File: src/rtl/pinfn_pkg.sv
package pinfn_pkg;

  // Next value of one select bit after a write that targets it.
  function automatic logic guarded_bit_next(
    input logic old_v,
    input logic new_v,
    input logic is_prot,
    input logic unlocked,
    input logic commit_en
  );
    if (!is_prot) return new_v;
    if (unlocked && commit_en) return new_v;
    return old_v;
  endfunction

  // True when a lock-register write carries the opening key.
  function automatic logic key_match(input logic [31:0] data, input logic [31:0] key);
    return data == key;
  endfunction

endpackage

File: src/rtl/pinfn_lockreg.sv
module pinfn_lockreg #(
  parameter int          DATA_W = 32,
  parameter logic [31:0] KEY    = 32'hC0DE_5AFE
) (
  input  logic              clk,
  input  logic              rst_n,
  input  logic              wr_en,
  input  logic [DATA_W-1:0] wdata,
  output logic              locked
);
  import pinfn_pkg::*;

  always_ff @(posedge clk) begin
    if (!rst_n)     locked <= 1'b1;
    else if (wr_en) locked <= !key_match(32'(wdata), KEY);
  end
endmodule

File: src/rtl/pinfn_commitreg.sv
module pinfn_commitreg #(
  parameter int               LINES     = 8,
  parameter logic [LINES-1:0] PROT_MASK = 8'h0F
) (
  input  logic             clk,
  input  logic             rst_n,
  input  logic             wr_en,
  input  logic             unlocked,
  input  logic [LINES-1:0] wdata,
  output logic [LINES-1:0] commit
);
  always_ff @(posedge clk) begin
    if (!rst_n)                   commit <= ~PROT_MASK;
    else if (wr_en && unlocked)   commit <= wdata;
  end
endmodule

File: src/rtl/pinfn_selbit.sv
module pinfn_selbit #(
  parameter bit PROTECTED = 1'b0
) (
  input  logic clk,
  input  logic rst_n,
  input  logic wr_en,
  input  logic unlocked,
  input  logic commit_en,
  input  logic d,
  output logic q
);
  import pinfn_pkg::*;

  logic nxt;

  generate
    if (PROTECTED) begin : g_guarded
      assign nxt = guarded_bit_next(q, d, 1'b1, unlocked, commit_en);
    end else begin : g_open
      logic unused_in;
      assign unused_in = unlocked ^ commit_en;
      assign nxt = d;
    end
  endgenerate

  always_ff @(posedge clk) begin
    if (!rst_n)     q <= PROTECTED;
    else if (wr_en) q <= nxt;
  end
endmodule

File: src/rtl/pinfn_guard.sv
module pinfn_guard #(
  parameter int               LINES     = 8,
  parameter int               ADDR_W    = 12,
  parameter int               DATA_W    = 32,
  parameter logic [LINES-1:0] PROT_MASK = 8'h0F,
  parameter logic [31:0]      KEY       = 32'hC0DE_5AFE,
  parameter logic [ADDR_W-1:0] SEL_OFF  = 12'h420,
  parameter logic [ADDR_W-1:0] LOCK_OFF = 12'h520,
  parameter logic [ADDR_W-1:0] CMT_OFF  = 12'h524
) (
  input  logic              clk,
  input  logic              rst_n,
  input  logic [ADDR_W-1:0] bus_addr,
  input  logic              bus_we,
  input  logic [DATA_W-1:0] bus_wdata,
  output logic [DATA_W-1:0] bus_rdata,
  output logic [LINES-1:0]  fn_sel
);
  localparam int PAD_W = DATA_W - LINES;

  // Named decode events, also observed by the checker.
  logic sel_wr, lock_wr, cmt_wr;
  logic locked, unlocked;
  logic [LINES-1:0] commit;
  logic [DATA_W-1:0] rd_mux;

  assign sel_wr   = bus_we && (bus_addr == SEL_OFF);
  assign lock_wr  = bus_we && (bus_addr == LOCK_OFF);
  assign cmt_wr   = bus_we && (bus_addr == CMT_OFF);
  assign unlocked = !locked;

  pinfn_lockreg #(.DATA_W(DATA_W), .KEY(KEY)) u_lock (
    .clk(clk), .rst_n(rst_n), .wr_en(lock_wr), .wdata(bus_wdata), .locked(locked)
  );

  pinfn_commitreg #(.LINES(LINES), .PROT_MASK(PROT_MASK)) u_commit (
    .clk(clk), .rst_n(rst_n), .wr_en(cmt_wr), .unlocked(unlocked),
    .wdata(bus_wdata[LINES-1:0]), .commit(commit)
  );

  for (genvar i = 0; i < LINES; i++) begin : g_line
    pinfn_selbit #(.PROTECTED(PROT_MASK[i])) u_bit (
      .clk(clk), .rst_n(rst_n), .wr_en(sel_wr), .unlocked(unlocked),
      .commit_en(commit[i]), .d(bus_wdata[i]), .q(fn_sel[i])
    );
  end

  always_comb begin
    rd_mux = '0;
    if (bus_addr == SEL_OFF)       rd_mux = {{PAD_W{1'b0}}, fn_sel};
    else if (bus_addr == LOCK_OFF) rd_mux = {{(DATA_W-1){1'b0}}, locked};
    else if (bus_addr == CMT_OFF)  rd_mux = {{PAD_W{1'b0}}, commit};
  end

  always_ff @(posedge clk) begin
    if (!rst_n) bus_rdata <= '0;
    else        bus_rdata <= rd_mux;
  end
endmodule

File: config.mk
export PLATFORM = sky130hd
export DESIGN_NAME = pinfn_guard
export DESIGN_NICKNAME = d
export VERILOG_FILES = /design/src/rtl/pinfn_pkg.sv /design/src/rtl/pinfn_lockreg.sv /design/src/rtl/pinfn_commitreg.sv /design/src/rtl/pinfn_selbit.sv /design/src/rtl/pinfn_guard.sv
export SDC_FILE = /design/constraint.sdc
export NUM_CORES = 1
export LEC_CHECK = 0
export BUFFER_PORTS_ARGS = -buffer_cell sky130_fd_sc_hd__clkbuf_2
export CAP_MARGIN = 25
export CORE_MARGIN = 2
export CORE_UTILIZATION = 35
export CTS_CLUSTER_SIZE = 8
export DETAILED_ROUTE_END_ITERATION = 6
export MAX_ROUTING_LAYER = met4
export PLACE_DENSITY = 0.81
export SETUP_SLACK_MARGIN = 0.02
export SYNTH_ARGS = -nofsm -noshare
export SYNTH_HDL_FRONTEND = slang
export SYNTH_SLANG_ARGS = --single-unit
File: constraint.sdc
create_clock -name clk -period 1.1 [get_ports clk]
set_input_delay 0.055 -clock clk [delete_from_list [all_inputs] [get_ports clk]]
set_output_delay 0.055 -clock clk [all_outputs]
set_load 0.01 [all_outputs]
==> results of run 1 <==
-- area by class of cell --
type,count,area (µm²)
timing repair buffer,79,438
sequential,25,502
tap,50,62.6
clock buffer,3,41.3
inverter,4,15.0
multi-input combinational,108,801
clock inverter,1,7.51
fill,365,2080
-- where the power goes --
group | total [mW] | switching (mW) | internal (mW)
Combinational | 0.245 | 0.130 | 0.115
Clock | 0.564 | 0.306 | 0.257
Sequential | 0.904 | 0.0000236 | 0.904
-- through the flow --
| step | total power, mW | TNS [ps] | util [%] |
|---|---|---|---|
| global route | 1.78 | -1680 | 47.3 |
| floorplan | 1.09 | -638 | - |
| detailed placement | 1.17 | -2190 | 44.5 |
| finish | 1.71 | -858 | 47.3 |
| CTS | 1.72 | -980 | 46.8 |
| global placement | 1.16 | -1710 | 44.5 |
-- critical path: stages (launching register included) --
cell,delay [ps]
dfxtp_2,330
and4b_1,290
nand4_4,200
mux2i_1,220
nand2_1,60
-- sequential cells by signal, indices dropped and copies added (netlist names) --
signal           count
g_line.u_bit.q       8
bus_rdata            8
u_commit.commit      8
u_lock.locked        1
-- layer usage --
metal	vias up	track usage, %	share of wire (%)
met1	533	15.6	38
li1	616	-	-
met4	0	6.89	2.2
met3	5	1.67	7.9
met5	-	-	0
met2	64	26.2	52
-- logic make-up after synthesis --
| group | count (synthesis) |
|---|---|
| other | 1 |
| multiplexers | 14 |
| buffers and inverters | 40 |
| AND/OR/NAND/NOR | 58 |
| AO/OA/AOI/OAI | 12 |
| flip-flops | 25 |
-- repair_timing --
action	4_1_cts	5_1_grt
pin swaps	9	5
endpoints found under the setup margin	13	14
buffers inserted	1	0
resized for setup	6	5
-- cells in the mapped netlist (all sizes together), types with 2 or more instances --
library cell  number  area share (%)
nand4             10             7.0
nor2              11             2.9
and4b              2             1.4
mux2i             14             9.9
nand2              5             1.3
o31ai              4             2.1
dfxtp             25              35
nor4               3             2.4
nor4bb             2             1.4
nor2b             10             4.4
inv                4             1.1
nand3              5             1.8
a22oi              7             3.7
nor3b              2             1.4
buf               33              17
clkbuf             3            0.79
-- cells in the final DEF, fill, tap and decap left out, drive strengths merged, types with 2 or more instances in the layout --
cell type / instances
nor2: 11
buf: 17
clkbuf: 65
nand4: 10
o31ai: 4
conb: 24
nor2b: 10
nor3b: 2
dfxtp: 25
nand3: 5
nor4: 3
inv: 4
nor4bb: 2
mux2i: 14
a22oi: 7
nand2: 5
and4b: 2
-- worst paths after layout --
kind / from / endpoint / slack (ps) / depth (start not counted)
worst min register to register: u_commit.commit[6] / u_commit.commit[6] / 490 / 2
worst max-delay path: u_lock.locked / u_commit.commit[7] / -100 / 4
worst min-delay path: bus_wdata[6] / u_commit.commit[6] / 30 / 3
worst max register to register: u_lock.locked / u_commit.commit[7] / -100 / 4
==> impl_metrics.csv, run 1 <==
group,metric,value,unit
job,cap_violations,0,
floorplanning,core_area,3940,µm²
pwr,powerDensity,918,nW/µm²
synthesis,synth_top_family_by_area,"simple AND/OR/NAND/NOR gates",
floorplanning,io_pins,87,
synthesis,synth_fa_ha_area_share,0,%
clock_network,cts_buffers,3,
route,drtAntennaViolNets,0,
outcome,outcome,"complete, but fails checks",
synthesis,synth_xor_area_share,0,%
global_routing,overflow,0,
synthesis,synth-seq-cells,25,
hold_path,hold_class,"primary input to flip-flop",
global_routing,grt_pass1_wl,4750,µm
pwr,leakagePower,0.934,nW
route,routed_via_density,4.51,
placed_design,pre_cts_ws,-370,ps
synthesis,synth_mux_area_share,9.88,%
clock_network,cts_tree,"yes",
outcome,failed_checks,"negative setup slack",
sta,max_freq,0.830,GHz
synthesis,synth_edf_count,0,
synthesis,ys_async_sr_fraction,0,%
route,dr_total_vias,1218,
clock_network,hold_buffers,0,
route,drc,0,
floorplanning,die-area,4580,µm²
placed_design,hpwl,2550,µm
cells_and_area,fin_cells,270,
global_routing,antenna_found_initial,0,
pwr,vdd_drop_max,0.393,mV
synthesis,synthSimpleGateAreaFrac,29.3,%
setup_path,critPathMaxFanout,8,
setup_path,cp-start-kind,"flip-flop",
cells_and_area,area_delta_synth_final,31.6,%
sta,skew,7.34,ps
cells_and_area,drive_gt1_share,45.5,%
synthesis,syn_area,1420,µm²
global_routing,grt_pass1_vias,1081,
cells_and_area,stdcell_area,1870,µm²
floorplanning,die_w,67.7,µm
clock_network,htree_levels,1,
sta,maxSlewViolCount,0,
clock_network,clk_pin_slew,90,ps
route,wl_per_cell,11.5,µm
clock_network,clock_latency,280,ps
sta,fin_crit,1200,ps
global_routing,grt_max_degree,19,
setup_path,critPathKind,"flip-flop to flip-flop",
global_routing,grt.total_usage,14.5,%
synthesis,ys.warnings.count,0,
clock_network,cts_sinks,25,
sta,grt_setup_unrepaired,"yes",
setup_path,worstPathArrival,1380,ps
cells_and_area,diodes,0,
placed_design,dpl_cell_area,1760,µm²
setup_path,cp-end-kind,"flip-flop",
clock_network,cts_root_buffer,"clkbuf_8",
placed_design,dp.cells,266,
synthesis,ys_seq_area_share,35.3,%
floorplanning,start_util,36.0,%
clock_network,clk_path_buf_depth,2,
setup_path,cp.required,1280,ps
synthesis,synth_cell_type_count,31,
synthesis,synthFlopType,"dfxtp_1",
route,dr.pass1.iters,4,
sta,post-route-period-util,110,%
sta,holdWs,31.3,ps
floorplanning,die_h,67.7,µm
synthesis,syn_area_per_cell,9.46,µm²
route,drt_iter0_markers,68,
synthesis,synth-compound-area-share,6.17,%
route,wirelength,3100,µm
cells_and_area,nets,268,
sta,setup_slack,-105,ps
floorplanning,row_count,23,
placed_design,io_buffers,62,
synthesis,synthCells,150,
placed_design,gp_congestion,0.807,
sta,hold_viol_final,0,
sta,setup_violations,12,
Power figures use the tool's default switching activity.
==> inputs of run 2 (changes only) <==
CAP_MARGIN = 20   (was 25)
MAX_ROUTING_LAYER = default   (was met4)
SLEW_MARGIN = 20   (was default)
==> run 2 against run 1 <==
Compared with the run above: the run still ends with negative setup slack left; die area stayed put; critical path depth stayed put; clock skew hardly changed; critical endpoint unchanged.
==> impl_metrics.csv, run 2 (same netlist as run 1, synthesis figures left out) <==
group,metric,value,unit
route,wl_met2,1580,µm
setup_path,cp.required,1280,ps
setup_path,critPathMaxFanout,8,
outcome,outcome,"complete, but fails checks",
route,wirelength_met1,1180,µm
route,dr_total_vias,1218,
sta,setup_slack,-104,ps
global_routing,grt_pass1_wl,4760,µm
cells_and_area,final_cell_mix,"clkbuf_2, conb_1, dfxtp_1, buf_4, mux2i_1",
sta,hold_viol_final,0,
clock_network,htree_levels,1,
cells_and_area,final_common_cell,"clkbuf_2",
route,top_layer,"met4",
sta,skew,7.55,ps
pwr,total_power,1.71,mW
route,wl_per_cell,11.4,µm
sta,maxSlewViolCount,0,
route,wl_met3,256,µm
floorplanning,start_util,36.0,%
global_routing,antenna_found_initial,0,
cells_and_area,diodes,0,
clock_network,cts_tree,"yes",
job,cap_violations,0,
cells_and_area,top_regs,"bus_rdata (8), g_line.u_bit.q (8), u_commit.commit (8)",
placed_design,gp_congestion,0.795,
floorplanning,io_pins,87,
sta,holdWs,32.8,ps
cells_and_area,fin_util,47.3,%
clock_network,clk_path_buf_depth,2,
sta,grt_setup_unrepaired,"yes",
global_routing,grt.total_usage,14.1,%
global_routing,grt_pass1_vias,1075,
pwr,powerDensity,916,nW/µm²
setup_path,cp-start-kind,"flip-flop",
route,routed_via_density,4.51,
route,drc,0,
pwr,leakagePower,0.934,nW
clock_network,clk_pin_slew,90,ps
sta,tns,-845,ps
clock_network,hold_buffers,0,
global_routing,grt_max_degree,19,
clock_network,cts_root_buffer,"clkbuf_8",
route,wirelength,3080,µm
cells_and_area,drive_gt1_share,45.5,%
setup_path,cp-end-kind,"flip-flop",
cells_and_area,nets,268,
sta,setup_violations,12,
clock_network,cts_sinks,25,
sta,fin_crit,1200,ps
floorplanning,row_count,23,
route,drtAntennaViolNets,0,
floorplanning,die_w,67.7,µm
hold_path,hold_class,"primary input to flip-flop",
clock_network,clock_latency,280,ps
floorplanning,die_h,67.7,µm
setup_path,critPathKind,"flip-flop to flip-flop",
clock_network,cts_buffers,3,
placed_design,io_buffers,62,
outcome,failed_checks,"negative setup slack",
route,dr.pass1.iters,4,
placed_design,hpwl,2550,µm
floorplanning,die-area,4580,µm²
cells_and_area,fillCellCount,365,
route,drt_iter0_markers,51,
cells_and_area,area_delta_synth_final,31.6,%
placed_design,pre_cts_ws,-370,ps
sta,post-route-period-util,109,%
global_routing,overflow,0,
pwr,vdd_drop_max,0.393,mV
sta,max_freq,0.831,GHz
floorplanning,core_area,3940,µm²
setup_path,worstPathArrival,1380,ps
run 2: worst max-delay path: stages (launching register included):
cell	delay, ps
dfxtp_2	330
and4b_1	290
nand4_4	200
mux2i_1	220
nand2_1	60
run 2: power breakdown:
group	total, mW	switching (mW)	internal [mW]	leakage, nW
clock	0.561	0.304	0.257	0.0217
sequential	0.904	0.0000237	0.904	0.201
combinational	0.245	0.130	0.115	0.711
run 2: cell type report:
cell class	instances	area, µm²	area share, %
Multi-Input combinational cell	108	801	42.9
Sequential cell	25	502	26.9
Inverter	4	15.0	0.804
Timing Repair Buffer	79	438	23.5
Tap cell	50	62.6	3.35
Clock inverter	1	7.51	0.402
Clock buffer	3	41.3	2.21
run 2: worst paths after layout:
path                                          from            endpoint  slack [ps]  cells past startpoint
worst min-delay path                  bus_wdata[6]  u_commit.commit[6]          30                      3
worst max register to register       u_lock.locked  u_commit.commit[7]        -100                      4
worst max-delay path                 u_lock.locked  u_commit.commit[7]        -100                      4
worst min register to register  u_commit.commit[6]  u_commit.commit[6]         490                      2
run 2: what timing repair did:
item	CTS	global route
pin swaps	9	5
cloned	0	0
gates resized for setup	6	5
buffers inserted	1	0
endpoints found under the setup margin	13	14
run 2: stage by stage:
stage	instance area (µm²)	std cells
after global placement	1760	266
after global routing	1870	270
after floorplan	1510	173
after detailed placement	1760	266
final	1870	270
after CTS	1840	271
run 2: routing by layer:
layer / up-vias / global-route usage [%]
met2: 69 / 25.7
met5: - / 0
li1: 616 / -
met4: 0 / 6.89
met1: 528 / 16.0
met3: 5 / 1.67
==> inputs of run 3 (changes only) <==
ABC_AREA = 1   (was default)
CORE_UTILIZATION = 39   (was 35)
PLACE_DENSITY = 0.87   (was 0.81)
SYNTH_HIERARCHICAL = 1   (was default)
==> run 3 against run 2 <==
Compared with the run above: the flow now finishes without violations; highest routed layer unchanged; first-iteration DRC count grew 94%; non-clock buffer count shrank 4; critical path type is now primary input to flip-flop; final area grew 3.7%; via count grew 27%; sequential power is essentially flat; die area shrank 5.9%.
==> impl_metrics.csv, run 3 <==
group,metric,value,unit
floorplanning,row_count,22,
cells_and_area,diodes,0,
sta,setup_slack,125,ps
route,drtAntennaViolNets,0,
route,dr.pass1.iters,4,
clock_network,cts_root_buffer,"clkbuf_8",
hold_path,hold_class,"primary input to flip-flop",
placed_design,pre_cts_ws,-200,ps
sta,grt_setup_unrepaired,"no",
cells_and_area,nets,344,
clock_network,cts_setup_buffers,0,
placed_design,hpwl,2650,µm
synthesis,synth_cell_type_count,18,
synthesis,syn_area,1480,µm²
sta,max_freq,1.03,GHz
floorplanning,io_pins,87,
setup_path,cp-end-kind,"flip-flop",
clock_network,htree_levels,1,
clock_network,cts_buffers,3,
route,wl_per_cell,9.69,µm
cells_and_area,final_common_cell,"clkbuf_2",
floorplanning,die_w,65.7,µm
setup_path,critPathSlowestCell,"nor2_4",
pwr,leakagePower,1.06,nW
sta,maxSlewViolCount,0,
route,drc,0,
outcome,outcome,"finished, final reports clean",
sta,fin_crit,975,ps
cells_and_area,stdcell_area,1940,µm²
floorplanning,core_area,3660,µm²
job,cap_violations,0,
cells_and_area,drive_gt1_share,34.1,%
route,drt_iter0_markers,99,
floorplanning,die_h,65.7,µm
setup_path,critPathKind,"primary input to flip-flop",
synthesis,yosys.area.top_type,"dfxtp_1",
synthesis,synthTopCellsByCount,"nand2_1, nand3_1, nor2_1",
synthesis,synthMostInstantiatedCell,"nand2_1",
route,routed_via_density,4.50,
sta,post-route-period-util,88.6,%
synthesis,ys_async_sr_fraction,0,%
cells_and_area,fillCellCount,340,
setup_path,cpPeakStageDelay,160,ps
global_routing,antenna_found_initial,0,
sta,setup_violations,0,
cells_and_area,top_regs,"bus_rdata (8), g_line.u_bit/q (8), u_commit/commit (8)",
setup_path,cp-start-kind,"primary input",
global_routing,grt.total_usage,15.3,%
setup_path,worstPathArrival,1140,ps
global_routing,grt_max_degree,16,
synthesis,ys_seq_area_share,33.8,%
clock_network,clk_path_buf_depth,2,
clock_network,clk_pin_slew,80,ps
synthesis,synth_edf_count,0,
synthesis,synth-seq-cells,25,
global_routing,grt_pass1_vias,1310,
placed_design,io_buffers,62,
pwr,powerDensity,868,nW/µm²
clock_network,cts_sinks,25,
global_routing,overflow,0,
setup_path,crit_chain,"clkbuf_2, inv_8, nor2_4, nand2_2, nor2_4, buf_4, nand2_1, nor2_1, inv_1, a21boi_0, nand2_1",
clock_network,clock_latency,270,ps
floorplanning,die-area,4310,µm²
pwr,vdd_drop_max,0.424,mV
cells_and_area,final_cell_mix,"clkbuf_2, nand2_1, nand3_1, nor2_1",
setup_path,cpLargestDelayFamily,"simple AND/OR/NAND/NOR gates",
global_routing,grt_pass1_wl,5240,µm
cells_and_area,area_delta_synth_final,30.5,%
route,wirelength,3330,µm
sta,skew,9.66,ps
floorplanning,start_util,40.5,%
setup_path,critPathMaxFanout,3,
sta,hold_viol_final,0,
setup_path,cp.required,1260,ps
synthesis,yosysTopAreaCellShare,33.8,%
synthesis,ys.warnings.count,6,
synthesis,synthFlopType,"dfxtp_1",
clock_network,cts_tree,"yes",
setup_path,cp.buffers_inverters,4,
synthesis,synthTopCellsByArea,"dfxtp_1, nand3_1, nand2_1",
route,dr_total_vias,1548,
synthesis,syn_area_per_cell,6.68,µm²
synthesis,synthCells,222,
placed_design,dpl_cell_area,1880,µm²
placed_design,gp_congestion,0.854,
==> run 3: cell count changes in the layout (fill, tap and decap cells not counted), moves of 3 or more <==
cell	before	now
nor2_2	0	5
nor2_4	0	6
inv_1	4	25
a22oi_1	7	0
nor2b_1	10	0
a21oi_1	0	7
mux2i_1	13	0
buf_4	17	12
nand3_1	5	36
nand2_1	5	47
nor2_1	11	26
nand4_1	7	4
nand2_2	0	4
o31ai_2	3	0
==> run 3: layout make-up <==
type	count	area (µm²)	area share, %
flip-flops and latches	25	500	25.9
repair buffers	75	420	21.7
clock inverters	1	7.51	0.388
well taps	48	60.1	3.10
multi-input cells	165	797	41.2
clock buffers	3	41.3	2.13
inverters	27	109	5.62
==> run 3: layer usage <==
| metal | track usage, % | vias up | share of wire (%) |
|---|---|---|---|
| met5 | 0 | - | 0 |
| met4 | 8.07 | 0 | 3.0 |
| met3 | 2.23 | 10 | 8.3 |
| met2 | 27.8 | 74 | 50 |
| met1 | 17.0 | 669 | 38 |
| li1 | - | 795 | - |
==> run 3: cells by family (layout without fill, tap and decap cells) <==
group,Yosys count,in the layout,share of synthesized area (%)
simple gates,133,133,41.3
buf+inv,55,106,21.9
flops,25,25,33.8
other cells,1,24,0.253
compound gates,8,8,2.87
==> run 3: tightest hold or removal path, delay by kind of cell <==
kind	cells	cell delay, ps
and+or+nand+nor	2	130
buffers and inverters	1	100
==> run 3: per-stage QoR <==
step / setup TNS (ps) / std cells / hold WS (ps) / total power, mW / util [%]
after floorplan: -190 / 245 / 139 / 1.10 / -
after global placement: -1730 / 340 / 319 / 1.15 / 51.3
after detailed placement: -2370 / 340 / 326 / 1.15 / 51.3
after CTS: 0 / 344 / 49.2 / 1.68 / 52.7
after global routing: 0 / 344 / 57.7 / 1.74 / 52.9
final: 0 / 344 / 50.0 / 1.68 / 52.9
==> run 3: where the power goes <==
group	leakage [nW]	internal (mW)	switching, mW
combinational	0.841	0.0929	0.134
sequential	0.202	0.904	0.0000422
clock	0.0217	0.257	0.293
==> run 3: final timing paths <==
path         slack, ps            endpoint  cells past startpoint                from
min reg2reg        490  u_commit/commit[5]                      2  u_commit/commit[5]
min                 50  u_commit/commit[1]                      3        bus_wdata[1]
max                130       u_lock/locked                     11         bus_addr[5]
max reg2reg        170   g_line[2].u_bit/q                      5       u_lock/locked
==> run 3: what timing repair did <==
action / CTS / global route
hold buffers: 0 / 0
resized for setup: 1 / 2
setup endpoints to repair: 1 / 4
